--- src/rtl/spim_pkg.sv ---
package spim_pkg;

    typedef enum logic [1:0] {
        ST_IDLE  = 2'd0,
        ST_SETUP = 2'd1,
        ST_HIGH  = 2'd2,
        ST_DONE  = 2'd3
    } spim_state_e;

    // Register offsets within the window
    localparam logic [7:0] OFS_MODE  = 8'h20;
    localparam logic [7:0] OFS_EVENT = 8'h24;
    localparam logic [7:0] OFS_MASK  = 8'h28;
    localparam logic [7:0] OFS_CMD   = 8'h2C;
    localparam logic [7:0] OFS_TX    = 8'h30;
    localparam logic [7:0] OFS_RX    = 8'h34;

    // Mode word bit positions
    localparam int MB_LOOP = 30;
    localparam int MB_REV  = 26;
    localparam int MB_MSTR = 25;
    localparam int MB_EN   = 24;
    localparam int MB_LEN  = 20;
    localparam int MB_PRE  = 16;

    // Event / mask bit positions
    localparam int EV_RDY  = 9;
    localparam int EV_FREE = 8;

    localparam logic [31:0] MODE_WMASK = 32'h470F_0000 | 32'h00F0_0000;

    // Length code to (length - 1)
    function automatic logic [4:0] len_code_to_m1(input logic [3:0] code);
        logic [4:0] r;
        if (code == 4'd0)
            r = 5'd31;
        else if (code < 4'd4)
            r = 5'd3;
        else
            r = {1'b0, code};
        return r;
    endfunction

endpackage

--- src/rtl/spim_regs.sv ---
module spim_regs
    import spim_pkg::*;
#(
    parameter int DATA_W = 32,
    parameter int ADDR_W = 8,
    parameter int PRE_W  = 4,
    parameter int LEN_W  = 4
) (
    input  logic              clk,
    input  logic              rst_n,
    input  logic              bus_sel,
    input  logic              bus_wr,
    input  logic [ADDR_W-1:0] bus_addr,
    input  logic [DATA_W-1:0] bus_wdata,
    output logic [DATA_W-1:0] bus_rdata,
    output logic              cfg_en,
    output logic              cfg_mstr,
    output logic              cfg_loop,
    output logic              cfg_rev,
    output logic [LEN_W-1:0]  cfg_len,
    output logic [PRE_W-1:0]  cfg_pre,
    output logic [DATA_W-1:0] tx_word,
    output logic              tx_full,
    input  logic              take,
    input  logic              rx_done,
    input  logic [DATA_W-1:0] rx_word,
    output logic              ev_rdy,
    output logic              ev_free,
    output logic [1:0]        mask_bits,
    output logic              irq
);

    logic [DATA_W-1:0] mode_q;
    logic [DATA_W-1:0] rx_q;
    logic              wr_mode, wr_event, wr_mask, wr_tx, tx_accept;

    assign wr_mode   = bus_sel && bus_wr && (bus_addr == OFS_MODE);
    assign wr_event  = bus_sel && bus_wr && (bus_addr == OFS_EVENT);
    assign wr_mask   = bus_sel && bus_wr && (bus_addr == OFS_MASK);
    assign wr_tx     = bus_sel && bus_wr && (bus_addr == OFS_TX);
    assign tx_accept = wr_tx && cfg_en && cfg_mstr && !tx_full;

    assign cfg_en   = mode_q[MB_EN];
    assign cfg_mstr = mode_q[MB_MSTR];
    assign cfg_loop = mode_q[MB_LOOP];
    assign cfg_rev  = mode_q[MB_REV];
    assign cfg_len  = mode_q[MB_LEN +: LEN_W];
    assign cfg_pre  = mode_q[MB_PRE +: PRE_W];

    always_ff @(posedge clk or negedge rst_n) begin
        if (!rst_n) begin
            mode_q    <= '0;
            mask_bits <= '0;
        end else begin
            if (wr_mode) mode_q <= bus_wdata & MODE_WMASK;
            if (wr_mask) mask_bits <= {bus_wdata[EV_RDY], bus_wdata[EV_FREE]};
        end
    end

    // Transmit holding register
    always_ff @(posedge clk or negedge rst_n) begin
        if (!rst_n) begin
            tx_word <= '0;
            tx_full <= 1'b0;
        end else if (tx_accept) begin
            tx_word <= bus_wdata;
            tx_full <= 1'b1;
        end else if (take) begin
            tx_full <= 1'b0;
        end
    end

    // Receive register
    always_ff @(posedge clk or negedge rst_n) begin
        if (!rst_n)
            rx_q <= '0;
        else if (rx_done)
            rx_q <= rx_word;
    end

    // Sticky events: hardware set wins over write-one-to-clear
    always_ff @(posedge clk or negedge rst_n) begin
        if (!rst_n) begin
            ev_rdy  <= 1'b0;
            ev_free <= 1'b1;
        end else begin
            if (rx_done)
                ev_rdy <= 1'b1;
            else if (wr_event && bus_wdata[EV_RDY])
                ev_rdy <= 1'b0;

            if (take)
                ev_free <= 1'b1;
            else if (tx_accept || (wr_event && bus_wdata[EV_FREE]))
                ev_free <= 1'b0;
        end
    end

    assign irq = |({ev_rdy, ev_free} & mask_bits);

    always_comb begin
        bus_rdata = '0;
        if (bus_sel && !bus_wr) begin
            unique case (bus_addr)
                OFS_MODE:  bus_rdata = mode_q;
                OFS_EVENT: begin
                    bus_rdata[EV_RDY]  = ev_rdy;
                    bus_rdata[EV_FREE] = ev_free;
                end
                OFS_MASK: begin
                    bus_rdata[EV_RDY]  = mask_bits[1];
                    bus_rdata[EV_FREE] = mask_bits[0];
                end
                OFS_TX:    bus_rdata = tx_word;
                OFS_RX:    bus_rdata = rx_q;
                default:   bus_rdata = '0;
            endcase
        end
    end

endmodule

--- src/rtl/spim_clkdiv.sv ---
module spim_clkdiv #(
    parameter int PRE_W = 4
) (
    input  logic             clk,
    input  logic             rst_n,
    input  logic             run,
    input  logic [PRE_W-1:0] pre,
    output logic             tick
);

    localparam int CNT_W = PRE_W + 1;

    logic [CNT_W-1:0] cnt_q;
    logic [CNT_W-1:0] half_m1;

    // Half period = 2*(pre+1) cycles, so terminal count = 2*pre+1
    assign half_m1 = {pre, 1'b1};
    assign tick    = run && (cnt_q == half_m1);

    always_ff @(posedge clk or negedge rst_n) begin
        if (!rst_n)
            cnt_q <= '0;
        else if (!run || tick)
            cnt_q <= '0;
        else
            cnt_q <= cnt_q + 1'b1;
    end

endmodule

--- src/rtl/spim_engine.sv ---
module spim_engine
    import spim_pkg::*;
#(
    parameter int DATA_W = 32,
    localparam int IDX_W = $clog2(DATA_W)
) (
    input  logic              clk,
    input  logic              rst_n,
    input  logic              tx_full,
    input  logic [DATA_W-1:0] tx_word,
    input  logic              cfg_rev,
    input  logic              cfg_loop,
    input  logic [IDX_W-1:0]  cfg_len_m1,
    input  logic              tick,
    input  logic              miso,
    output logic              take,
    output logic              done,
    output logic              busy,
    output logic              run,
    output logic [DATA_W-1:0] rx_word,
    output logic              sck,
    output logic              mosi
);

    spim_state_e       state_q, state_d;
    logic [IDX_W-1:0]  bit_q, lenm1_q, pos;
    logic              rev_q, loop_q, tx_bit, rx_bit;
    logic [DATA_W-1:0] txsh_q, rxsh_q;

    assign pos    = rev_q ? (lenm1_q - bit_q) : bit_q;
    assign tx_bit = txsh_q[pos];
    assign rx_bit = loop_q ? tx_bit : miso;

    // Next-state logic
    always_comb begin
        state_d = state_q;
        unique case (state_q)
            ST_IDLE:  if (tx_full) state_d = ST_SETUP;
            ST_SETUP: if (tick)    state_d = ST_HIGH;
            ST_HIGH:  if (tick)    state_d = (bit_q == lenm1_q) ? ST_DONE : ST_SETUP;
            ST_DONE:               state_d = ST_IDLE;
            default:               state_d = ST_IDLE;
        endcase
    end

    // State register
    always_ff @(posedge clk or negedge rst_n) begin
        if (!rst_n)
            state_q <= ST_IDLE;
        else
            state_q <= state_d;
    end

    // Shift datapath
    always_ff @(posedge clk or negedge rst_n) begin
        if (!rst_n) begin
            bit_q   <= '0;
            lenm1_q <= '0;
            rev_q   <= 1'b0;
            loop_q  <= 1'b0;
            txsh_q  <= '0;
            rxsh_q  <= '0;
        end else begin
            unique case (state_q)
                ST_IDLE: if (tx_full) begin
                    bit_q   <= '0;
                    lenm1_q <= cfg_len_m1;
                    rev_q   <= cfg_rev;
                    loop_q  <= cfg_loop;
                    txsh_q  <= tx_word;
                    rxsh_q  <= '0;
                end
                ST_SETUP: if (tick) rxsh_q[pos] <= rx_bit;
                ST_HIGH:  if (tick && (bit_q != lenm1_q)) bit_q <= bit_q + 1'b1;
                default: ;
            endcase
        end
    end

    // Outputs
    always_comb begin
        take    = (state_q == ST_IDLE) && tx_full;
        done    = (state_q == ST_DONE);
        busy    = (state_q != ST_IDLE);
        run     = (state_q == ST_SETUP) || (state_q == ST_HIGH);
        sck     = (state_q == ST_HIGH);
        mosi    = run ? tx_bit : 1'b0;
        rx_word = rxsh_q;
    end

endmodule

--- src/rtl/spim_ctrl.sv ---
module spim_ctrl
    import spim_pkg::*;
#(
    parameter int DATA_W = 32,
    parameter int ADDR_W = 8,
    parameter int PRE_W  = 4,
    parameter int LEN_W  = 4,
    localparam int IDX_W = $clog2(DATA_W)
) (
    input  logic              clk,
    input  logic              rst_n,
    input  logic              bus_sel,
    input  logic              bus_wr,
    input  logic [ADDR_W-1:0] bus_addr,
    input  logic [DATA_W-1:0] bus_wdata,
    output logic [DATA_W-1:0] bus_rdata,
    output logic              spi_sck,
    output logic              spi_mosi,
    input  logic              spi_miso,
    output logic              irq
);

    logic              cfg_en, cfg_mstr, cfg_loop, cfg_rev;
    logic [LEN_W-1:0]  cfg_len;
    logic [PRE_W-1:0]  cfg_pre;
    logic [DATA_W-1:0] tx_word, rx_word;
    logic              tx_full, eng_take, eng_done, eng_busy, eng_run, tick;
    logic              ev_rdy, ev_free;
    logic [1:0]        mask_bits;
    logic [4:0]        len_m1_full;
    logic [IDX_W-1:0]  len_m1;

    assign len_m1_full = len_code_to_m1(cfg_len);
    assign len_m1      = len_m1_full[IDX_W-1:0];

    spim_regs #(
        .DATA_W(DATA_W), .ADDR_W(ADDR_W), .PRE_W(PRE_W), .LEN_W(LEN_W)
    ) u_regs (
        .clk(clk), .rst_n(rst_n),
        .bus_sel(bus_sel), .bus_wr(bus_wr), .bus_addr(bus_addr),
        .bus_wdata(bus_wdata), .bus_rdata(bus_rdata),
        .cfg_en(cfg_en), .cfg_mstr(cfg_mstr), .cfg_loop(cfg_loop),
        .cfg_rev(cfg_rev), .cfg_len(cfg_len), .cfg_pre(cfg_pre),
        .tx_word(tx_word), .tx_full(tx_full), .take(eng_take),
        .rx_done(eng_done), .rx_word(rx_word),
        .ev_rdy(ev_rdy), .ev_free(ev_free), .mask_bits(mask_bits), .irq(irq)
    );

    spim_clkdiv #(.PRE_W(PRE_W)) u_div (
        .clk(clk), .rst_n(rst_n), .run(eng_run), .pre(cfg_pre), .tick(tick)
    );

    spim_engine #(.DATA_W(DATA_W)) u_eng (
        .clk(clk), .rst_n(rst_n),
        .tx_full(tx_full), .tx_word(tx_word),
        .cfg_rev(cfg_rev), .cfg_loop(cfg_loop), .cfg_len_m1(len_m1),
        .tick(tick), .miso(spi_miso),
        .take(eng_take), .done(eng_done), .busy(eng_busy), .run(eng_run),
        .rx_word(rx_word), .sck(spi_sck), .mosi(spi_mosi)
    );

endmodule

--- config.mk ---
export PLATFORM = sky130hd
export DESIGN_NAME = spim_ctrl
export DESIGN_NICKNAME = d
export VERILOG_FILES = /design/src/rtl/spim_pkg.sv /design/src/rtl/spim_regs.sv /design/src/rtl/spim_clkdiv.sv /design/src/rtl/spim_engine.sv /design/src/rtl/spim_ctrl.sv
export SDC_FILE = /design/constraint.sdc
export NUM_CORES = 1
export LEC_CHECK = 0
export BUFFER_PORTS_ARGS = -buffer_cell sky130_fd_sc_hd__buf_4
export CELL_PAD_IN_SITES_DETAIL_PLACEMENT = 1
export CELL_PAD_IN_SITES_GLOBAL_PLACEMENT = 1
export CORE_MARGIN = 10
export CORE_UTILIZATION = 51
export DETAILED_ROUTE_END_ITERATION = 6
export PLACE_DENSITY_LB_ADDON = 0.1
export SLEW_MARGIN = 20
export SYNTH_ARGS = -nofsm -noshare
export SYNTH_HDL_FRONTEND = slang
export SYNTH_SLANG_ARGS = --single-unit
--- constraint.sdc ---
create_clock -name clk -period 4.25 [get_ports clk]
set_clock_uncertainty 0.1 [all_clocks]
set_input_delay 0.2125 -clock clk [delete_from_list [all_inputs] [get_ports clk]]
set_output_delay 0.2125 -clock clk [all_outputs]
set_load 0.005 [all_outputs]
==> results_dict.tcl, run 1 <==
set metrics [dict create \
    status "completed" \
    cts.repair.resized 0 \
    endpoint_kind "output pin" \
    ir_drop_uv 452.3 \
    remaining_drc_errors 0 \
    slew_viol_final 0 \
    fmax_ghz 0.2592 \
    grt_use_met3 0.06098 \
    final_nets 910 \
    overflow 0 \
    dp.final_hpwl_um 17610 \
    yosysSeqAreaShare 0.4859 \
    grt_max_degree 90 \
    netlist.area_leader.share 0.4827 \
    cts_tree "yes" \
    io_pins 80 \
    area_delta_synth_final_pct 19.46 \
    antenna_found_initial 0 \
    crit_type "flip-flop to output pin" \
    dr_total_vias 6369 \
    core_mm2 0.01606 \
    routedWlPerCell_um 23.45 \
    cts_buffers 17 \
    placementRows 46 \
    tightestPinTransition_ps 903.0 \
    cp_num_buf_inv 2 \
    synth_top_area_cell "dfrtp_1" \
    critical_path.max_fanout 8 \
    grt_pass1_vias 7083 \
    cpPeakStageDelay_ps 670 \
    setup_violations 0 \
    gr-max-usage-layer "met2" \
    rsz0062_at_grt "false" \
    final_util 0.6286 \
    antennaDiodeCount 0 \
    worst_setup_path_start_kind "flip-flop" \
    gp_congestion 0.8427 \
    synth.most_common_cell "dfrtp_1" \
    synthFlopType "dfrtp_1" \
    critical_path.slowest_cell "o22ai_1" \
    p_leak_nw 4.812 \
    drive_gt1_frac 0.3187 \
    die_h_um 148.7 \
    insertion_delay_ps 430 \
    hold_violations 0 \
    via_per_inst 5.886 \
    die_w_um 148.7 \
    cp.arrival_ps 3550 \
    gr-usage-met2 0.3981 \
    ys_types 50 \
    placed_cell_area_mm2 0.009193 \
    synth_area_mm2 0.008449 \
    clockBufferDepth 2 \
    avgSynthCellArea_um2 11.19 \
    initialDrtViolationCount 385 \
    yosys-top-cells-count "dfrtp_1 (163), mux2_2 (114), nand2_1 (97)" \
    dieArea_mm2 0.02212 \
    synth-seq-cells 164 \
    grt_pass1_wl_um 40830 \
    fin_crit_ps 3858 \
    synthesis.instances 755 \
    wl_um 25370 \
    min_path_type "input port to flip-flop" \
    cts_root_buffer "clkbuf_16" \
    synth-edff-count 0 \
    syn_nets 811 \
    use_met1 0.2889 \
    worstPathRequired_ps 3940 \
    cp_cell_sequence "ha_1 -> inv_1 -> fa_1 -> xnor2_1 -> o22ai_1 -> a22oi_1 -> nand2_1 -> o22ai_2 -> nor2_4 -> nor2b_1 -> buf_4" \
    io_buffers 79 \
    synth.area.top_cells "dfrtp_1 (48%), mux2_2 (15%), mux2i_1 (5.4%)" \
    cts_sinks 164 \
    initial_utilization 0.5262 \
    grt_usage 0.2350 \
    design_area_mm2 0.01009 \
    maxSlewHeadroom 0.3959 \
    synthArstFlopShare 1.000 \
    htreeDepth 4 \
    fin_tns_setup_ps 0 \
    clk_pin_slew_worst_paths_ps 70 \
    cpLargestDelayFamily "compound AO/OA/AOI/OAI gates" \
    ant_nets 0 \
    fin_crit_sh 0.9078 \
    ys_warn_count 0 \
    dr.pass1.iters 5 \
    powerDensity_mw_per_mm2 416.7 \
    maxCapViolCount 0 \
]
==> path summary, 6_finish.rpt <==
kind                                               from                              end  slack (ps)  cells after the start
setup / recovery             u_eng.bit_q[0]$_DFFE_PN0P_                         spi_mosi         390                     11
hold / removal                                  bus_sel  u_regs.mask_bits[0]$_DFFE_PN0P_         160                      3
setup reg to reg             u_eng.bit_q[0]$_DFFE_PN0P_    u_eng.rx_word[31]$_DFFE_PN0P_         730                     11
hold reg to reg            u_eng.lenm1_q[2]$_DFFE_PN0P_     u_eng.lenm1_q[2]$_DFFE_PN0P_         380                      2
max in group asynchronous                         rst_n    u_eng.rx_word[19]$_DFFE_PN0P_        2610                      3
min in group asynchronous                         rst_n       u_regs.rx_q[3]$_DFFE_PN0P_         340                      2
==> cell type report <==
cell class / count / area [µm²]
inverters: 9 / 33.78
repair buffers: 124 / 1042
fillers: 1636 / 5964
clock inverters: 11 / 103.9
well taps: 216 / 270.3
clock buffers: 20 / 446.7
multi-input cells: 538 / 4091
flip-flops and latches: 164 / 4105
==> metal layers <==
metal,up-vias,part of all wire
met3,36,0.054
met5,-,0
met4,0,0.022
met2,172,0.51
met1,3284,0.41
li1,2877,-
==> power by group <==
| group | internal, mW | switching, mW | leakage (nW) | total, mW |
|---|---|---|---|---|
| clock network | 0.820 | 0.656 | 0.255 | 1.48 |
| logic | 0.395 | 0.627 | 2.31 | 1.02 |
| registers | 1.63 | 0.0793 | 2.24 | 1.71 |
| total | 2.84 | 1.36 | 4.81 | 4.21 |
==> logic make-up (layout without fill, tap and decap cells) <==
family	count (synthesis)	count (layout)	synth area share
buffers and inverters	53	164	0.02991
DFF	164	164	0.4859
xor gates and xnor gates	16	16	0.01659
adders and majority gates	11	11	0.01718
AOI/OAI and AO/OA	125	125	0.1236
and+or+nand+nor	225	225	0.1177
muxes	161	161	0.2091
==> registers in the layout, summed over array words and instances, names as in the netlist <==
name              cells
u_eng.rev_q           1
u_regs.mask_bits      2
u_regs.ev_free        1
u_div.cnt_q           5
u_eng.rx_word        32
u_eng.loop_q          1
u_eng.bit_q           5
u_regs.mode_q        12
u_regs.ev_rdy         1
u_eng.txsh_q         32
u_regs.rx_q          32
u_regs.tx_word       32
u_regs.tx_full        1
u_eng.lenm1_q         5
u_eng.state_q         2
==> what timing repair did <==
| item | CTS | global route |
|---|---|---|
| endpoints found under the hold margin | 134 | 0 |
| hold buffers | 33 | 0 |
| buffers inserted | 0 | 1 |
| endpoints found under the setup margin | 0 | 1 |
==> cell usage in the layout, fill, tap and decap left out, types with 2 or more instances in the layout <==
master	n
and3_1	3
a22o_1	2
inv_1	9
nor2_1	68
o21ai_0	8
a21o_1	2
a22oi_1	10
nor3b_1	2
nor3_1	5
o31ai_1	3
a31oi_1	4
nand4_1	4
clkbuf_1	2
buf_4	88
xor2_1	8
o211ai_2	30
clkinvlp_4	5
dfrtp_1	163
xnor2_1	8
mux2i_1	46
a21oi_1	22
and2_1	7
dlygate4sd3_1	33
nor2b_1	11
nand3_1	10
nand2_1	97
clkbuf_16	17
buf_12	2
mux2_2	114
o22ai_1	2
nor4_1	2
or2_2	2
nand2b_1	9
o22ai_2	2
inv_6	2
ha_1	10
o211ai_1	34
clkinv_2	2
==> worst register-to-register path, cell delays in order (launching register included) <==
cell and delay (ps):
dfrtp_1 480, ha_1 220, inv_1 50, fa_1 410
xnor2_1 220, o22ai_1 670, a22oi_1 200, nand2_1 160
o22ai_2 120, nor2_4 350, buf_12 260, o211ai_1 160
==> per-stage QoR <==
stage	hold WS (ps)	worst slack [ps]	std cells	power (mW)
2_1_floorplan	-183.1	1472	755	2.419
3_3_place_gp	234.9	800.1	1017	2.664
3_5_place_dp	246.0	608.9	1017	2.715
4_1_cts	144.5	200.5	1081	4.205
5_1_grt	153.4	158.3	1082	4.409
6_report	164.9	391.8	1082	4.206
(Power assumes the default switching activity.)
==> inputs of run 2 (changes only) <==
- PLACE_DENSITY: not set -> 0.82
- PLACE_DENSITY_LB_ADDON: 0.1 -> not set
- REMOVE_ABC_BUFFERS: not set -> 1
==> results_dict.tcl, run 2 (synthesis gave the netlist of run 1 again) <==
set metrics [dict create \
    wl_um 26390 \
    clk_pin_slew_worst_paths_ps 70 \
    setup_violations 0 \
    maxSlewHeadroom 0.2757 \
    powerDensity_mw_per_mm2 423.7 \
    ant_nets 0 \
    antennaDiodeCount 0 \
    layout.cells.non_filler 1088 \
    maxCapViolCount 0 \
    tightestPinTransition_ps 1083 \
    cts_buffers 17 \
    cts_tree "yes" \
    dr.pass1.iters 4 \
    p_leak_nw 4.849 \
    routedWlPerCell_um 24.25 \
    ir_drop_uv 318.3 \
    die_h_um 148.7 \
    final_util 0.6326 \
    fill_cells 1641 \
    final_nets 915 \
    min_path_type "input port to flip-flop" \
    insertion_delay_ps 440 \
    critical_path.max_fanout 9 \
    reg2reg_depth 11 \
    dp.final_hpwl_um 17480 \
    slew_viol_final 0 \
    design_area_mm2 0.01016 \
    antenna_found_initial 0 \
    die_w_um 148.7 \
    clockBufferDepth 2 \
    cts.repair.resized 0 \
    core_mm2 0.01606 \
    multi_input_area_mm2 0.004091 \
    mostFrequentLayoutCell "dfrtp_1" \
    remaining_drc_errors 0 \
    hold_violations 0 \
    grt_pass1_vias 7310 \
    cts_sinks 164 \
    placed_cell_area_mm2 0.009193 \
    rsz0062_at_grt "false" \
    crit_type "flip-flop to output pin" \
    worstPathRequired_ps 3940 \
    initialDrtViolationCount 401 \
    grt_pass1_wl_um 42120 \
    endpoint_kind "output pin" \
    cp.arrival_ps 3470 \
    fin_tns_setup_ps 0 \
    overflow 0 \
    layout_common_cells "dfrtp_1 (163), mux2_2 (114), nand2_1 (97)" \
    worst_setup_path_start_kind "flip-flop" \
    placementRows 46 \
    fin_crit_sh 0.8896 \
    initial_utilization 0.5262 \
    htreeDepth 4 \
    grt_max_degree 83 \
    dp_cells 1017 \
    gp_congestion 0.8727 \
    dr_total_vias 6463 \
    via_per_inst 5.940 \
    cts_root_buffer "clkbuf_16" \
    fin_crit_ps 3781 \
    status "completed" \
    io_pins 80 \
    dieArea_mm2 0.02212 \
    seq_area_mm2 0.004105 \
    whs_path_depth 3 \
    grt_usage 0.2440 \
    area_delta_synth_final_pct 20.23 \
    drive_gt1_frac 0.3245 \
    fmax_ghz 0.2645 \
    io_buffers 79 \
]
run 2: changes by cell type in the layout (fill, tap and decap cells not counted):
cell / delta
clkbuf_1: -1
buf_4: +5
inv_6: +2
clkbuf_8: +1
clkinvlp_4: -1
clkinv_4: +2
clkinv_2: -2
run 2: worst paths after layout:
kind | startpoint | slack, ps | endpoint
min in group asynchronous | rst_n | 280 | u_regs.tx_word[4]$_DFFE_PN0P_
setup reg to reg | u_eng.bit_q[0]$_DFFE_PN0P_ | 860 | u_eng.rx_word[31]$_DFFE_PN0P_
hold / removal | bus_sel | 150 | u_regs.mask_bits[1]$_DFFE_PN0P_
setup / recovery | u_eng.bit_q[0]$_DFFE_PN0P_ | 470 | spi_mosi
max in group asynchronous | rst_n | 2680 | u_regs.mode_q[25]$_DFFE_PN0P_
hold reg to reg | u_eng.lenm1_q[2]$_DFFE_PN0P_ | 400 | u_eng.lenm1_q[2]$_DFFE_PN0P_
run 2: stage by stage:
step / power [mW] / setup WS [ps] / hold slack [ps]
2_1_floorplan: 2.345 / 676.3 / -183.1
3_3_place_gp: 2.645 / 857.2 / 196.3
3_5_place_dp: 2.701 / 563.7 / 204.8
4_1_cts: 4.271 / 111.3 / 151.9
5_1_grt: 4.492 / 284.4 / 181.0
6_report: 4.304 / 469.4 / 154.7
run 2: layout make-up:
class / count / area share
Clock buffer: 20 / 0.04496
Clock inverter: 12 / 0.01195
Sequential cell: 164 / 0.4041
Timing Repair Buffer: 129 / 0.1063
Tap cell: 216 / 0.02660
Inverter: 9 / 0.003326
Multi-Input combinational cell: 538 / 0.4028
run 2: power breakdown:
group	total [mW]	switching [mW]	internal (mW)
logic	1.06	0.642	0.418
registers	1.71	0.0785	1.63
clock network	1.54	0.690	0.847
run 2: worst max-delay path: stages, from the launching register on:
cell     delay, ps
dfrtp_1        490
ha_1           230
inv_1           60
fa_1           400
a21o_1         210
a21oi_2        180
xor2_1         110
a31oi_1        490
o22ai_2        190
nor2_4         370
nor2b_1        120
buf_4          160
run 2: what timing repair did:
action / in CTS / in global routing
hold endpoints to repair: 127 / 0
endpoints found under the setup margin: 0 / 1
setup buffers: 0 / 6
hold buffers: 33 / 0
run 2: routing by layer:
metal	track usage	vias to the layer above	routed length (µm)	part of all wire
li1	-	2892	-	-
met5	0	-	0	0
met3	0.05097	29	1042	0.039
met4	0.06293	0	337	0.013
met1	0.2888	3399	10850	0.41
met2	0.4390	143	14160	0.54
==> inputs of run 3 (changes only) <==
- CORE_UTILIZATION: 51 -> 53
- CTS_BUF_LIST: not set -> sky130_fd_sc_hd__clkbuf_4 sky130_fd_sc_hd__clkbuf_8
- HOLD_SLACK_MARGIN: not set -> 0.12
- PLACE_DENSITY: 0.82 -> 0.85
==> results_dict.tcl, run 3 (synthesis gave the netlist of run 1 again) <==
set metrics [dict create \
    status "completed" \
    die_h_um 146.3 \
    dieArea_mm2 0.02139 \
    drive_gt1_frac 0.3211 \
    dp.final_hpwl_um 17010 \
    p_sw_frac 0.3165 \
    ir_drop_uv 310.7 \
    hold_end "u_regs.ev_rdy$_DFFE_PN0P_" \
    slew_viol_final 0 \
    initialDrtViolationCount 373 \
    endpoint_kind "output pin" \
    dr_total_vias 6395 \
    htreeDepth 4 \
    overflow 0 \
    io_buffers 79 \
    fin_crit_ps 3844 \
    pre_cts_slack_ps 650.3 \
    critical_path.max_fanout 11 \
    dr.pass1.iters 7 \
    cts_root_buffer "clkbuf_8" \
    mostFrequentLayoutCell "dfrtp_1" \
    r2r-end "u_eng.rx_word[22]$_DFFE_PN0P_" \
    fmax_ghz 0.2602 \
    min_path_type "input port to flip-flop" \
    grt_pass1_wl_um 40060 \
    placementRows 46 \
    layout_common_cells "dfrtp_1 (163), mux2_2 (114), nand2_1 (97)" \
    fin_ws_ps 406.3 \
    r2r_start "u_eng.bit_q[0]$_DFFE_PN0P_" \
    antennaDiodeCount 0 \
    timing.reg2reg.setup_slack_ps 820 \
    die_w_um 146.3 \
    holdCritStartpoint "bus_addr[3]" \
    grt_max_degree 87 \
    cp.arrival_ps 3530 \
    grt_usage 0.2330 \
    cts_buffers 17 \
    io_pins 80 \
    clockBufferDepth 2 \
    setup_violations 0 \
    switchingPower_mw 1.261 \
    crit_type "flip-flop to output pin" \
    rsz0062_at_grt "false" \
    cts_sinks 164 \
    grt_pass1_vias 7115 \
    maxSlewHeadroom 0.3302 \
    core_mm2 0.01577 \
    reg2reg_depth 12 \
    clkPwrFrac 0.318 \
    cts_tree "yes" \
    antenna_found_initial 0 \
    via_per_inst 5.894 \
    combPwrFrac 0.255 \
    whs_path_depth 5 \
    fin_crit_sh 0.9044 \
    hold_violations 0 \
    routedWlPerCell_um 22.56 \
    gp_congestion 0.9397 \
    worst_setup_path_start_kind "flip-flop" \
    initial_utilization 0.5358 \
    maxCapViolCount 0 \
    remaining_drc_errors 0 \
    internal-power_mw 2.722 \
    p_leak_nw 4.796 \
    worstPathRequired_ps 3940 \
    seqPwrFrac 0.427 \
    powerDensity_mw_per_mm2 397.8 \
    fin_tns_setup_ps 0 \
    ant_nets 0 \
    final_nets 913 \
    clk_pin_slew_worst_paths_ps 90 \
    tightestPinTransition_ps 1001 \
    wl_um 24480 \
    area_delta_synth_final_pct 18.50 \
    insertion_delay_ps 470 \
]
## run 3: worst max-delay path by stage
| stage | from | to | slack, ps |
|---|---|---|---|
| after floorplan | u_eng.state_q[0]$_DFFE_PN0P_ | u_eng.rx_word[15]$_DFFE_PN0P_ | 680 |
| after global routing | u_eng.bit_q[0]$_DFFE_PN0P_ | spi_mosi | 220 |
| after global placement | u_eng.bit_q[0]$_DFFE_PN0P_ | u_eng.rx_word[31]$_DFFE_PN0P_ | 940 |
| after CTS | u_eng.bit_q[0]$_DFFE_PN0P_ | spi_mosi | 210 |
| after detailed placement | u_eng.bit_q[0]$_DFFE_PN0P_ | u_eng.rx_word[30]$_DFFE_PN0P_ | 650 |
| final | u_eng.bit_q[0]$_DFFE_PN0P_ | spi_mosi | 410 |
## run 3: routing by layer
layer,part of all wire,global-route usage,vias up
li1,-,-,2880
met1,0.42,0.2824,3315
met2,0.52,0.4063,154
met3,0.037,0.04512,46
met4,0.021,0.07758,0
met5,0,0,-
## run 3: final cells by class
cell class | instances | area (µm²)
inverters | 9 | 33.78
clock inverters | 9 | 151.4
flip-flops and latches | 164 | 4105
repair buffers | 127 | 1070
well taps | 216 | 270.3
multi-input cells | 538 | 4091
fillers | 1671 | 5758
clock buffers | 22 | 290.3
## run 3: metrics by stage
stage               std cells  utilization  hold WS [ps]  total power [mW]  instance area (µm²)
floorplan                 711            -        -183.1             2.345                 8230
CTS                      1083       0.6331         186.0             3.978                 9985
finish                   1085       0.6349         210.0             3.983                10010
global placement         1017       0.5829         210.4             2.633                 9193
detailed placement       1017       0.5829         226.0             2.696                 9193
global route             1085       0.6349         223.2             4.166                10010
## run 3: what timing repair did
action	in CTS	in global routing
endpoints found under the setup margin	0	1
hold buffers	35	0
resized for setup	0	0
setup buffers	0	2
endpoints found under the hold margin	132	0
## run 3: critical path: stages (launching register included)
cell and delay (ps):
dfrtp_1 490, ha_1 230, inv_1 60, fa_1 410
a21o_1 210, a21oi_2 210, xor2_1 120, a31oi_1 320
buf_4 270, o22ai_2 140, nor2_4 330, nor2b_1 110
buf_4 150
## run 3: power by group through the flow
stage,Combinational (mW),Clock (mW),Sequential [mW]
final,1.02,1.26,1.70
after global routing,1.10,1.35,1.71
after CTS,0.997,1.28,1.70
after detailed placement,0.966,0,1.73
after global placement,0.912,0,1.72
after floorplan,0.641,0,1.70
